<file path="src/rtl/tmr_pkg.sv">
package tmr_pkg;
    localparam int unsigned RATE_W = 3;

    // control word: bit0 source, bit1 source edge, bit2 prescaler owner,
    // bits 5:3 rate, bit6 interrupt-pin edge
    typedef struct packed {
        logic              int_rise;
        logic [RATE_W-1:0] rate;
        logic              pre_wdog;
        logic              src_fall;
        logic              src_ext;
    } tmr_ctl_t;

    localparam int unsigned CTL_W = $bits(tmr_ctl_t);

    typedef enum logic [1:0] {
        ST_RUN   = 2'd0,
        ST_HOLD1 = 2'd1,
        ST_HOLD2 = 2'd2
    } hold_st_t;
endpackage

</file>
<file path="src/rtl/tmr_edge_sync.sv">
module tmr_edge_sync #(
    parameter int unsigned STAGES = 2
) (
    input  logic clk,
    input  logic rst_n,
    input  logic pin,
    output logic rise,
    output logic fall
);
    logic [STAGES:0] pipe_q;
    logic            synced;
    logic            prev;

    always_ff @(posedge clk or negedge rst_n) begin
        if (!rst_n) pipe_q <= '0;
        else        pipe_q <= {pipe_q[STAGES-1:0], pin};
    end

    assign synced = pipe_q[STAGES-1];
    assign prev   = pipe_q[STAGES];
    assign rise   = synced & ~prev;
    assign fall   = ~synced & prev;
endmodule

</file>
<file path="src/rtl/tmr_prescale.sv">
module tmr_prescale #(
    parameter int unsigned RATE_W = 3
) (
    input  logic              clk,
    input  logic              rst_n,
    input  logic              clr,
    input  logic              adv,
    input  logic              to_wdog,
    input  logic [RATE_W-1:0] rate,
    output logic              tick
);
    localparam int unsigned CNT_W = 2 ** RATE_W;

    logic [CNT_W-1:0] cnt_q;
    logic [CNT_W:0]   span;
    logic [CNT_W:0]   span_m1;
    logic [CNT_W-1:0] mask;
    logic [RATE_W:0]  shamt;

    always_comb begin
        shamt   = {1'b0, rate} + {{RATE_W{1'b0}}, ~to_wdog};
        span    = {{CNT_W{1'b0}}, 1'b1} << shamt;
        span_m1 = span - {{CNT_W{1'b0}}, 1'b1};
        mask    = span_m1[CNT_W-1:0];
    end

    assign tick = adv && ((cnt_q & mask) == mask);

    always_ff @(posedge clk or negedge rst_n) begin
        if (!rst_n)   cnt_q <= '0;
        else if (clr) cnt_q <= '0;
        else if (adv) cnt_q <= cnt_q + 1'b1;
    end

    assert_pre_clear_R9: assert property (@(posedge clk) disable iff (!rst_n)
        clr |=> (cnt_q == '0));
    assert_pre_unity_R4: assert property (@(posedge clk) disable iff (!rst_n)
        (to_wdog && rate == '0 && adv) |-> tick);
endmodule

</file>
<file path="src/rtl/tmr_unit.sv">
module tmr_unit
    import tmr_pkg::*;
#(
    parameter int unsigned TMR_W       = 8,
    parameter int unsigned SYNC_STAGES = 2
) (
    input  logic             clk,
    input  logic             rst_n,
    input  logic             cyc_en,
    input  logic             ctl_wr,
    input  logic [CTL_W-1:0] ctl_wdata,
    input  logic             cnt_wr,
    input  logic [TMR_W-1:0] cnt_wdata,
    input  logic             ovf_clr,
    input  logic             ext_clr,
    input  logic             tclk_pin,
    input  logic             int_pin,
    output logic [TMR_W-1:0] tmr_count,
    output logic [CTL_W-1:0] tmr_ctl,
    output logic             ovf_flag,
    output logic             ext_flag,
    output logic             wdog_tick
);
    tmr_ctl_t   ctl_q;
    hold_st_t   state_q, state_d;
    logic [TMR_W-1:0] count_q;
    logic       ovf_q, ext_q, wd_q;
    logic       t_rise, t_fall, i_rise, i_fall;
    logic       raw_evt, int_evt, running;
    logic       pre_clr, pre_adv, pre_tick, cnt_step;

    tmr_edge_sync #(.STAGES(SYNC_STAGES)) u_tsync (
        .clk(clk), .rst_n(rst_n), .pin(tclk_pin), .rise(t_rise), .fall(t_fall));
    tmr_edge_sync #(.STAGES(SYNC_STAGES)) u_isync (
        .clk(clk), .rst_n(rst_n), .pin(int_pin), .rise(i_rise), .fall(i_fall));

    // control word
    always_ff @(posedge clk or negedge rst_n) begin
        if (!rst_n)       ctl_q <= '0;
        else if (ctl_wr)  ctl_q <= tmr_ctl_t'(ctl_wdata);
    end

    // guard state register
    always_ff @(posedge clk or negedge rst_n) begin
        if (!rst_n) state_q <= ST_RUN;
        else        state_q <= state_d;
    end

    // guard next state: LOAD, STEP2, RELEASE
    always_comb begin
        state_d = state_q;
        unique case (state_q)
            ST_RUN:   state_d = ST_RUN;
            ST_HOLD2: if (cyc_en) state_d = ST_HOLD1;
            ST_HOLD1: if (cyc_en) state_d = ST_RUN;
            default:  state_d = ST_RUN;
        endcase
        if (cnt_wr) state_d = ST_HOLD2;
    end

    // guard output
    always_comb begin
        running = 1'b0;
        unique case (state_q)
            ST_RUN:   running = !cnt_wr;
            ST_HOLD2,
            ST_HOLD1: running = 1'b0;
            default:  running = 1'b0;
        endcase
    end

    assign raw_evt = ctl_q.src_ext ? (ctl_q.src_fall ? t_fall : t_rise) : cyc_en;
    assign int_evt = ctl_q.int_rise ? i_rise : i_fall;
    assign pre_clr = cnt_wr || ctl_wr;
    assign pre_adv = !pre_clr && (ctl_q.pre_wdog ? cyc_en : (raw_evt && running));

    tmr_prescale #(.RATE_W(RATE_W)) u_pre (
        .clk(clk), .rst_n(rst_n), .clr(pre_clr), .adv(pre_adv),
        .to_wdog(ctl_q.pre_wdog), .rate(ctl_q.rate), .tick(pre_tick));

    assign cnt_step = running && (ctl_q.pre_wdog ? raw_evt : pre_tick);

    always_ff @(posedge clk or negedge rst_n) begin
        if (!rst_n) begin
            count_q <= '0;
            ovf_q   <= 1'b0;
            ext_q   <= 1'b0;
            wd_q    <= 1'b0;
        end else begin
            if (cnt_wr)        count_q <= cnt_wdata;
            else if (cnt_step) count_q <= count_q + 1'b1;

            if (cnt_step && count_q == '1) ovf_q <= 1'b1;
            else if (ovf_clr)              ovf_q <= 1'b0;

            if (int_evt)      ext_q <= 1'b1;
            else if (ext_clr) ext_q <= 1'b0;

            wd_q <= ctl_q.pre_wdog ? pre_tick : cyc_en;
        end
    end

    assign tmr_count = count_q;
    assign tmr_ctl   = ctl_q;
    assign ovf_flag  = ovf_q;
    assign ext_flag  = ext_q;
    assign wdog_tick = wd_q;

    assert_load_R6: assert property (@(posedge clk) disable iff (!rst_n)
        cnt_wr |=> (tmr_count == $past(cnt_wdata)));
    assert_hold_R6: assert property (@(posedge clk) disable iff (!rst_n)
        (state_q != ST_RUN && !cnt_wr) |=> $stable(tmr_count));
    assert_single_step_R2: assert property (@(posedge clk) disable iff (!rst_n)
        !cnt_wr |=> (tmr_count == $past(tmr_count) || tmr_count == $past(tmr_count) + 1'b1));
    assert_wrap_R7: assert property (@(posedge clk) disable iff (!rst_n)
        (cnt_step && tmr_count == '1) |=> (ovf_flag && tmr_count == '0));
    assert_ovf_sticky_R7: assert property (@(posedge clk) disable iff (!rst_n)
        (ovf_flag && !ovf_clr) |=> ovf_flag);
    assert_ext_sticky_R8: assert property (@(posedge clk) disable iff (!rst_n)
        (ext_flag && !ext_clr) |=> ext_flag);
    assert_wdtick_R5: assert property (@(posedge clk) disable iff (!rst_n)
        !ctl_q.pre_wdog |=> (wdog_tick == $past(cyc_en)));
endmodule

</file>
<file path="config.mk">
export PLATFORM = sky130hd
export DESIGN_NAME = tmr_unit
export DESIGN_NICKNAME = d
export VERILOG_FILES = /design/src/rtl/tmr_pkg.sv /design/src/rtl/tmr_edge_sync.sv /design/src/rtl/tmr_prescale.sv /design/src/rtl/tmr_unit.sv
export SDC_FILE = /design/constraint.sdc
export NUM_CORES = 1
export LEC_CHECK = 0
export BUFFER_PORTS_ARGS = -buffer_cell sky130_fd_sc_hd__buf_2
export CORE_AREA = 5 5 71 73
export DETAILED_ROUTE_END_ITERATION = 12
export DIE_AREA = 0 0 76 78
export PLACE_DENSITY_LB_ADDON = 0.12
export SLEW_MARGIN = 20
export SYNTH_ARGS = -nofsm -noshare
export SYNTH_HDL_FRONTEND = slang
export SYNTH_SLANG_ARGS = --single-unit
</file>
<file path="constraint.sdc">
create_clock -name clk -period 3.87 [get_ports clk]
set_input_delay 0.387 -clock clk [delete_from_list [all_inputs] [get_ports clk]]
set_output_delay 0.387 -clock clk [all_outputs]
set_load 0.02 [all_outputs]
</file>
# Yosys cells after proc, flatten, opt, wreduce, memory -nomap -nowiden
# Cells that the tools add are included.
[op_classes]
add_sub_neg = 4
multipliers = 0
div_mod_pow = 0
magnitude_cmp = 0
n_eq_ne = 6
n_shift = 1
mux = 19
bitwise_logic = 10
n_reduce_logical = 14
[ops]
columns = ["operator", "n"]
rows = [
  ["two-way mux 8 bit", 4],
  ["adder 8 x 1 -> 8 bit (second input constant)", 2],
  ["two-way mux 1 bit", 11],
  ["AND 8 bit", 1],
  ["== test 8 bit", 1],
  ["== test 8 bit (second input constant)", 1],
  ["nonzero test 2 bit", 4],
  ["<< shifter 1 x 4 -> 8 bit (first input constant)", 1],
  ["subtractor 8 x 1 -> 8 bit (second input constant)", 1],
  ["two-way mux 2 bit", 3],
  ["!= test 3 bit (second input constant)", 2],
  ["logical AND 1 bit", 5],
  ["NOT 1 bit", 5],
  ["adder 3 x 1 -> 4 bit", 1],
  ["AND 1 bit", 4],
  ["one-hot mux 2 bit (2 select lines)", 1],
  ["== test 2 x 1 -> 1 bit (second input constant)", 1],
  ["== test 2 bit (second input constant)", 1],
  ["logical NOT 1 bit", 2],
  ["logical NOT 2 bit", 1],
  ["AND reduction 2 bit", 1],
  ["logical OR 1 bit", 1],
]
[word_totals]
regBits = 34
latchBits = 0
mem_bits_rw = 0
romBits = 0
inputBits = 24
out_inout_bits = 18
mem_count = 0

# Longest topological paths before layout
# Gate-level depths: netlist of the first run.
[logic_depth]
word_depth = 12
ltp_mapped = 15
mapped_depth_nobuf = 14

# Modules after synthesis
# A second synthesis of the first run with hierarchy kept.
[unflattened]
cells_unflattened = 206
hier_area_um2 = 2052.0
[by_module_without_submodules]
columns = ["module", "instances", "cells_per_inst", "area_each_um2", "seq_area_each_um2"]
rows = [
  ["tmr_unit", 1, 99, 1032.2, 500.5],
  ["tmr_prescale", 1, 97, 839.6, 200.2],
  ["tmr_edge_sync", 2, 5, 90.1, 75.1],
]

# Worst setup path before layout of the first run
# OpenSTA, ideal clock, no wires.
[synth_path]
path_type = "reg-to-reg"
startpoint = "reg ctl_q (netlist bit tmr_ctl[3])"
endpoint = "reg count_q[6] (netlist: tmr_count[6])"
setup_time_ns = 0.082
t_arrival_ns = 3.890
required_time_ns = 3.788
setup_slack_ns = -0.102
path_stages_with_launch = 15
period_less_slack_ns = 3.972
path_cell_list = "dfrtp_1 -> ha_1 -> ha_1 -> or2_2 -> o22ai_1 -> nand2b_1 -> ha_1 -> nor2b_1 -> a2111oi_4 -> o21ai_1 -> or3_1 -> o41a_1 -> buf_6 -> or4_1 -> a31oi_1"
[synth_via]
elab_chain_cells = 9
[synth_rtl]
columns = ["item", "line_no", "rtl"]
rows = [
  ["start, declared", "tmr_unit.sv:24", "tmr_ctl_t ctl_q;"],
  ["start signal, assigned", "tmr_unit.sv:40", "else if (ctl_wr) ctl_q <= tmr_ctl_t'(ctl_wdata);"],
  ["adder 3 x 1 -> 4 bit (*)", "tmr_prescale.sv:21", "shamt = {1'b0, rate} + {{RATE_W{1'b0}}, ~to_wdog};"],
  ["<< shifter 1 x 4 -> 8 bit (*)", "tmr_prescale.sv:22", "span = {{CNT_W{1'b0}}, 1'b1} << shamt;"],
  ["subtractor 8 x 1 -> 8 bit (*)", "tmr_prescale.sv:23", "span_m1 = span - {{CNT_W{1'b0}}, 1'b1};"],
  ["AND 8 bit", "tmr_prescale.sv:27", "assign tick = adv && ((cnt_q & mask) == mask);"],
  ["== test 8 bit (*)", "tmr_prescale.sv:27", ""],
  ["logical AND 1 bit (*)", "tmr_prescale.sv:27", ""],
  ["two-way mux 1 bit (*)", "tmr_unit.sv:81", "assign cnt_step = running && (ctl_q.pre_wdog ? raw_evt : pre_tick);"],
  ["logical AND 1 bit (*)", "tmr_unit.sv:81", ""],
  ["nonzero test 2 bit (no line) (*)", "--", ""],
  ["end signal, assigned", "tmr_unit.sv:90", "if (cnt_wr) count_q <= cnt_wdata;"],
  ["end signal, assigned", "tmr_unit.sv:91", "else if (cnt_step) count_q <= count_q + 1'b1;"],
  ["end, declared", "tmr_unit.sv:26", "logic [TMR_W-1:0] count_q;"],
]
# Mark *: on every way between the ends. The rest lies on a longest branch, timed or not.
# A chain may end at the register's enable or synchronous reset.

# Final worst setup path of the first run
[layout_path]
startpoint = "reg ctl_q (netlist bit tmr_ctl[3])"
endpoint = "reg count_q[0] (netlist: tmr_count[0])"
# The elaborated chain is that of the path after synthesis.

==> impl_metrics.env, run 1 <==
export IMPL_outcome="completed"
export IMPL_n_fill_cell=411
export IMPL_final_util=0.572
export IMPL_core_area_um2=4290
export IMPL_grt_pass1_wl_mm=8.14
export IMPL_vias=1802
export IMPL_setup_violations=0
export IMPL_grt_usage=0.164
export IMPL_dieWidth_um=76
export IMPL_grt_pass1_vias=1813
export IMPL_gp_congestion=0.868
export IMPL_reg2reg_depth=14
export IMPL_finalHoldViolCount=0
export IMPL_syn_to_final_growth_pct=21.5
export IMPL_arrival_ps=3880
export IMPL_cts_htree_levels=2
export IMPL_fmax_mhz=273
export IMPL_drt_total_wl_mm=4.64
export IMPL_viasPerCell=5.67
export IMPL_cts_sinks=34
export IMPL_fin_tns_setup_ps=0
export IMPL_skew_ps=2.89
export IMPL_crit_type="reg2reg"
export IMPL_met1Wirelength_mm=2.07
export IMPL_synth_edf_count=0
export IMPL_yosysSeqAreaShare=0.421
export IMPL_ys_types=54
export IMPL_leakage_nw=1.06
export IMPL_fin_cells=318
export IMPL_drtIter0Drc=65
export IMPL_highest_layer="met4"
export IMPL_syn_avg_cell_area_um2=9.45
export IMPL_max_stage_delay_ps=540
export IMPL_clk_path_buf_depth=2
export IMPL_clock_root_buffer="clkbuf_8"
export IMPL_r2r_start="tmr_ctl[3]$_DFFE_PN0P_"
export IMPL_clk_latency_ps=280
export IMPL_met3_length_um=196
export IMPL_drive_gt1_frac=0.301
export IMPL_worstSetupEndpointType="flip-flop"
export IMPL_drtAntennaViolNets=0
export IMPL_antenna_found_initial=0
export IMPL_dpl_hpwl_mm=3.37
export IMPL_ios=42
export IMPL_min_path_type="in2async"
export IMPL_tritoncts="done"
export IMPL_max_cap_violations=0
export IMPL_clk_pin_slew_ps=70
export IMPL_critical_path_peak_fanout=8
export IMPL_grt_start_max_net_pins=35
export IMPL_port_buffers=41
export IMPL_netlist_instances=214
export IMPL_cts_buffers=5
export IMPL_overflow=0
export IMPL_start_kind="flip-flop"
export IMPL_tightest_slew_ps=752
export IMPL_syn_nets=244
export IMPL_r2r_end="tmr_count[0]$_DFFE_PN0P_"
export IMPL_powerDensity_nw_per_um2=386
export IMPL_die_area_um2=5930
export IMPL_wl_per_cell_um=14.6
export IMPL_die_y_um=78
export IMPL_min_period_over_period=0.947
export IMPL_crit_slowest_cell="o41a_1"
export IMPL_synth_seq_cells=34
export IMPL_critPathRequiredTime_ps=4080
export IMPL_period_needed_ps=3670
export IMPL_vdd_ir_drop_max_uv=239
export IMPL_path_cells="ha_2, ha_4, or2_4, o22ai_4, nand2b_1, ha_1, nor2b_1, a2111oi_4, o21ai_1, or3_4, o41a_1, buf_6, or3_1, a31oi_1"
export IMPL_final_nets=295
export IMPL_dp_cells=307
export IMPL_drc=0
export IMPL_synth_main_ff_cell="dfrtp_1"
export IMPL_mappedNetlistArea_um2=2020
export IMPL_ys_warn_count=0
export IMPL_rrSetupSlack_ps=200
export IMPL_synthArstFlopShare=1.00
export IMPL_slew_headroom=0.499
export IMPL_start_util=0.471
export IMPL_drv_slew=0
export IMPL_rows=24
export IMPL_antenna_cells=0
export IMPL_wl_met2_mm=2.31
export IMPL_dr_pass1_iters=4
[sequential cells by signal (all words and copies together) (netlist names)]
name            flops
u_tsync.pipe_q      3
tmr_count           8
state_q             2
tmr_ctl             7
u_isync.pipe_q      3
ovf_flag            1
ext_flag            1
wdog_tick           1
u_pre.cnt_q         8
[how the worst max path moves through the flow]
stage,from,to,slack [ps],cells after the start
3_5_place_dp,tmr_ctl[3]$_DFFE_PN0P_,tmr_count[5]$_DFFE_PN0P_,-10,13
3_3_place_gp,tmr_ctl[3]$_DFFE_PN0P_,tmr_count[6]$_DFFE_PN0P_,100,13
5_1_grt,tmr_ctl[2]$_DFFE_PN0P_,tmr_count[0]$_DFFE_PN0P_,-9,15
2_1_floorplan,tmr_ctl[3]$_DFFE_PN0P_,tmr_count[6]$_DFFE_PN0P_,10,14
4_1_cts,tmr_ctl[3]$_DFFE_PN0P_,tmr_count[6]$_DFFE_PN0P_,10,13
6_report,tmr_ctl[3]$_DFFE_PN0P_,tmr_count[0]$_DFFE_PN0P_,200,14
[kinds of logic after synthesis]
logic type	share of synthesized area
AOI/OAI and AO/OA	0.178
adders and majority gates	0.0371
buffers and inverters	0.0526
xor gates and xnor gates	0.0347
and+or+nand+nor	0.233
muxes	0.0439
DFF	0.421
[synthesized netlist by cell type (3+ instances only)]
master    count  area share
xor2_1        6       0.026
nor2b_1       3      0.0093
nor2_1       24       0.045
buf_6         4       0.022
mux2_2        7       0.039
or4_1         6       0.022
nand3_1       8       0.020
ha_1          6       0.037
and3_1        3      0.0093
a31oi_1       6       0.019
o21ai_1       3      0.0074
dfrtp_1      34        0.42
o21ai_0      10       0.025
o31ai_1       4       0.015
nand4_1       8       0.025
clkbuf_1      3      0.0056
inv_1         8       0.015
nand2_1      18       0.033
a21oi_1       3      0.0074
nand2b_1      6       0.019
[placed cells by master, fill, tap and decap left out, types with 2 or more instances in the layout]
master,netlist,final
a21boi_0,2,2
a21o_1,2,2
a21oi_1,3,3
a31oi_1,6,6
and3_1,3,3
buf_2,0,41
buf_4,2,12
clkbuf_8,0,6
dfrtp_1,34,33
ha_1,6,4
inv_1,8,7
mux2_2,7,7
nand2_1,18,18
nand2b_1,6,6
nand3_1,8,8
nand4_1,8,8
nor2_1,24,24
nor2b_1,3,3
nor3_1,2,2
o211ai_1,2,2
o21ai_0,10,10
o21ai_1,3,3
o311ai_0,2,2
o31ai_1,4,4
or4_1,6,6
xnor2_1,2,2
xor2_1,6,5
[cell type report]
cell class	count	area, µm²	area share
Timing Repair Buffer	54	307	0.125
Sequential cell	34	852	0.347
Clock buffer	6	82.6	0.0336
Tap cell	52	65.1	0.0265
Inverter	8	30.0	0.0122
Multi-Input combinational cell	162	1110	0.451
Clock inverter	2	12.5	0.00509
[routing by layer]
| metal | up-vias | global-route usage |
|---|---|---|
| met3 | 7 | 0.0359 |
| li1 | 892 | - |
| met1 | 863 | 0.206 |
| met5 | - | 0 |
| met4 | 0 | 0.0480 |
| met2 | 40 | 0.283 |
[stage by stage]
step                      setup slack (ps)  instance area, µm²  power, mW  hold slack (ps)
after floorplan                       10.2                2030      0.582             91.4
after global placement                 103                2300      0.663              332
after detailed placement             -14.6                2300      0.665              343
after CTS                             12.7                2400      0.942              186
after global routing                 -9.47                2460       1.01              194
final                                  204                2460      0.949              166
[critical path: cells and delay by family (launching register included)]
family          cells  cell delay [ps]
fa+ha+maj           3              570
flops               1              420
buf+inv             1              170
simple gates        5             1160
compound gates      5             1260
[report_power, final]
group	total (mW)	switching (mW)	internal (mW)	leakage [nW]
logic	0.272	0.157	0.116	0.600
clock network	0.274	0.131	0.143	0.0472
registers	0.403	0.0246	0.378	0.417
total	0.949	0.312	0.637	1.06
[repair_timing]
action,4_1_cts,5_1_grt
hold buffers,0,0
pin swaps,1,8
gates resized for setup,0,7
setup buffers,1,2
endpoints found under the hold margin,0,0
endpoints found under the setup margin,4,8
Power figures use the tool's default switching activity.
==> inputs of run 2 (changes only) <==
CELL_PAD_IN_SITES_DETAIL_PLACEMENT = 0   (was unset)
CELL_PAD_IN_SITES_GLOBAL_PLACEMENT = 1   (was unset)
CORE_AREA = 5 5 80 82   (was 5 5 71 73)
DIE_AREA = 0 0 85 87   (was 0 0 76 78)
==> run 2 against run 1 <==
Maximum frequency is 0.42% lower. Global-route usage decreased by 2.3 points. Total power shrank 1.7%. Critical endpoint unchanged. Clock power decreased by 5%.
==> impl_metrics.env, run 2 (synthesized netlist as in run 1, its figures left out) <==
export IMPL_syn_to_final_growth_pct=21.4
export IMPL_dr_pass1_iters=4
export IMPL_drtIter0Drc=59
export IMPL_rows=28
export IMPL_highest_layer="met4"
export IMPL_critical_path_peak_fanout=6
export IMPL_wl_met2_mm=2.39
export IMPL_rrSetupSlack_ps=190
export IMPL_mostFrequentLayoutCells="buf_2 (41), dfrtp_1 (33), nor2_1 (24), nand2_1 (18)"
export IMPL_cts_setup_buffers=0
export IMPL_clk_path_buf_depth=2
export IMPL_vdd_ir_drop_max_uv=168
export IMPL_viasPerCell=5.24
export IMPL_cp_common_cell="ha_2"
export IMPL_min_period_over_period=0.951
export IMPL_core_area_um2=5680
export IMPL_die_y_um=87
export IMPL_place_area_um2=2340
export IMPL_layout_setup_ws_ps=188
export IMPL_path_cells="ha_1, ha_2, buf_4, xor2_1, o22ai_2, nand2b_1, ha_2, nor2b_2, a2111oi_4, o21ai_1, or3_4, o41a_1, buf_6, or3_1, a31oi_1"
export IMPL_drive_gt1_frac=0.294
export IMPL_met3_length_um=135
export IMPL_wl_per_cell_um=14.6
export IMPL_crit_cells=15
export IMPL_antenna_found_initial=0
export IMPL_cts_sinks=34
export IMPL_antenna_cells=0
export IMPL_r2r_end="tmr_count[0]$_DFFE_PN0P_"
export IMPL_arrival_ps=3890
export IMPL_tightest_slew_ps=794
export IMPL_max_cap_violations=0
export IMPL_max_stage_delay_ps=520
export IMPL_startpoint="tmr_ctl[3]$_DFFE_PN0P_"
export IMPL_port_buffers=41
export IMPL_worst_path_buf_inv=2
export IMPL_cts_hold_buf=0
export IMPL_final_nets=294
export IMPL_grt_usage=0.141
export IMPL_start_util=0.356
export IMPL_drt_total_wl_mm=4.97
export IMPL_overflow=0
export IMPL_outcome="completed"
export IMPL_p_comb_frac=0.291
export IMPL_min_path_type="in2async"
export IMPL_clk_pin_slew_ps=70
export IMPL_clk_latency_ps=280
export IMPL_slew_headroom=0.471
export IMPL_fmax_mhz=272
export IMPL_clockPowerShare=0.279
export IMPL_rsz0062_at_grt="yes"
export IMPL_die_area_um2=7400
export IMPL_final_common_cell="buf_2"
export IMPL_r2r_start="tmr_ctl[3]$_DFFE_PN0P_"
export IMPL_leakage_nw=1.05
export IMPL_worstSetupEndpointType="flip-flop"
export IMPL_ios=42
export IMPL_critPathRequiredTime_ps=4070
export IMPL_design_area_um2=2450
export IMPL_cts_buffers=5
export IMPL_switching_share=0.340
export IMPL_finalHoldViolCount=0
export IMPL_vias=1783
export IMPL_crit_slowest_cell="o41a_1"
export IMPL_grt_start_max_net_pins=35
export IMPL_dieWidth_um=85
export IMPL_skew_ps=3.07
export IMPL_grt_pass1_wl_mm=8.46
export IMPL_gp_congestion=0.834
export IMPL_powerDensity_nw_per_um2=380
export IMPL_drv_slew=0
export IMPL_start_kind="flip-flop"
export IMPL_clock_root_buffer="clkbuf_8"
export IMPL_crit_type="reg2reg"
export IMPL_dpl_hpwl_mm=3.55
export IMPL_reg2reg_depth=15
export IMPL_drtAntennaViolNets=0
export IMPL_period_needed_ps=3680
export IMPL_p_seq_frac=0.430
export IMPL_drc=0
export IMPL_pre_cts_ws_ps=-7.72
export IMPL_cts_htree_levels=2
export IMPL_met1Wirelength_mm=2.41
export IMPL_internal_power_mw=0.616
export IMPL_p_switching_mw=0.317
export IMPL_setup_violations=0
export IMPL_tritoncts="done"
export IMPL_whs_ps=173
export IMPL_grt_pass1_vias=1715
export IMPL_crit_family="compound AO/OA/AOI/OAI gates"
[run 2: how the worst max path moves through the flow]
stage                                to  slack, ps
2_1_floorplan  tmr_count[6]$_DFFE_PN0P_         10
4_1_cts        tmr_count[3]$_DFFE_PN0P_         20
5_1_grt        tmr_count[0]$_DFFE_PN0P_        -10
3_3_place_gp   tmr_count[7]$_DFFE_PN0P_         90
6_report       tmr_count[0]$_DFFE_PN0P_        190
3_5_place_dp   tmr_count[6]$_DFFE_PN0P_         -8
[run 2: power by group through the flow]
stage,combinational (mW),sequential [mW],clock [mW]
after floorplan,0.156,0.426,0
after global placement,0.266,0.408,0
after detailed placement,0.264,0.408,0
after CTS,0.270,0.401,0.273
after global routing,0.303,0.405,0.295
final,0.272,0.401,0.260
[run 2: worst reg2reg max path: cells and delay by family (launching register included)]
| family | cells | cell delay [ps] |
|---|---|---|
| AO/OA/AOI/OAI | 5 | 1220 |
| AND/OR/NAND/NOR | 4 | 920 |
| adder cells (fa/ha/maj) | 3 | 570 |
| flip-flops | 1 | 420 |
| buffers and inverters | 2 | 310 |
| XOR/XNOR | 1 | 180 |
[run 2: metal layers]
| metal | vias up | track usage |
|---|---|---|
| met1 | 854 | 0.193 |
| met3 | 4 | 0.0284 |
| met5 | - | 0 |
| met4 | 0 | 0.0345 |
| met2 | 28 | 0.230 |
| li1 | 897 | - |
[run 2: cell type report]
| class | count | area [µm²] |
|---|---|---|
| Clock inverter | 3 | 21.3 |
| Tap cell | 75 | 93.8 |
| Timing Repair Buffer | 52 | 292 |
| Fill cell | 583 | 3220 |
| Inverter | 8 | 30.0 |
| Multi-Input combinational cell | 163 | 1100 |
| Sequential cell | 34 | 852 |
| Clock buffer | 5 | 68.8 |
[run 2: through the flow]
step	total power, mW	utilization	setup TNS [ps]	instances
floorplan	0.582	-	0	214
global placement	0.675	0.412	0	331
detailed placement	0.672	0.412	-7.72	331
CTS	0.945	0.430	0	340
finish	0.933	0.433	0	340
global route	1.00	0.433	-18.2	340
[run 2: repair_timing]
item,in CTS,in global routing
pin swaps,1,7
gates resized for setup,0,5
endpoints found under the setup margin,4,7
gates cloned,1,0
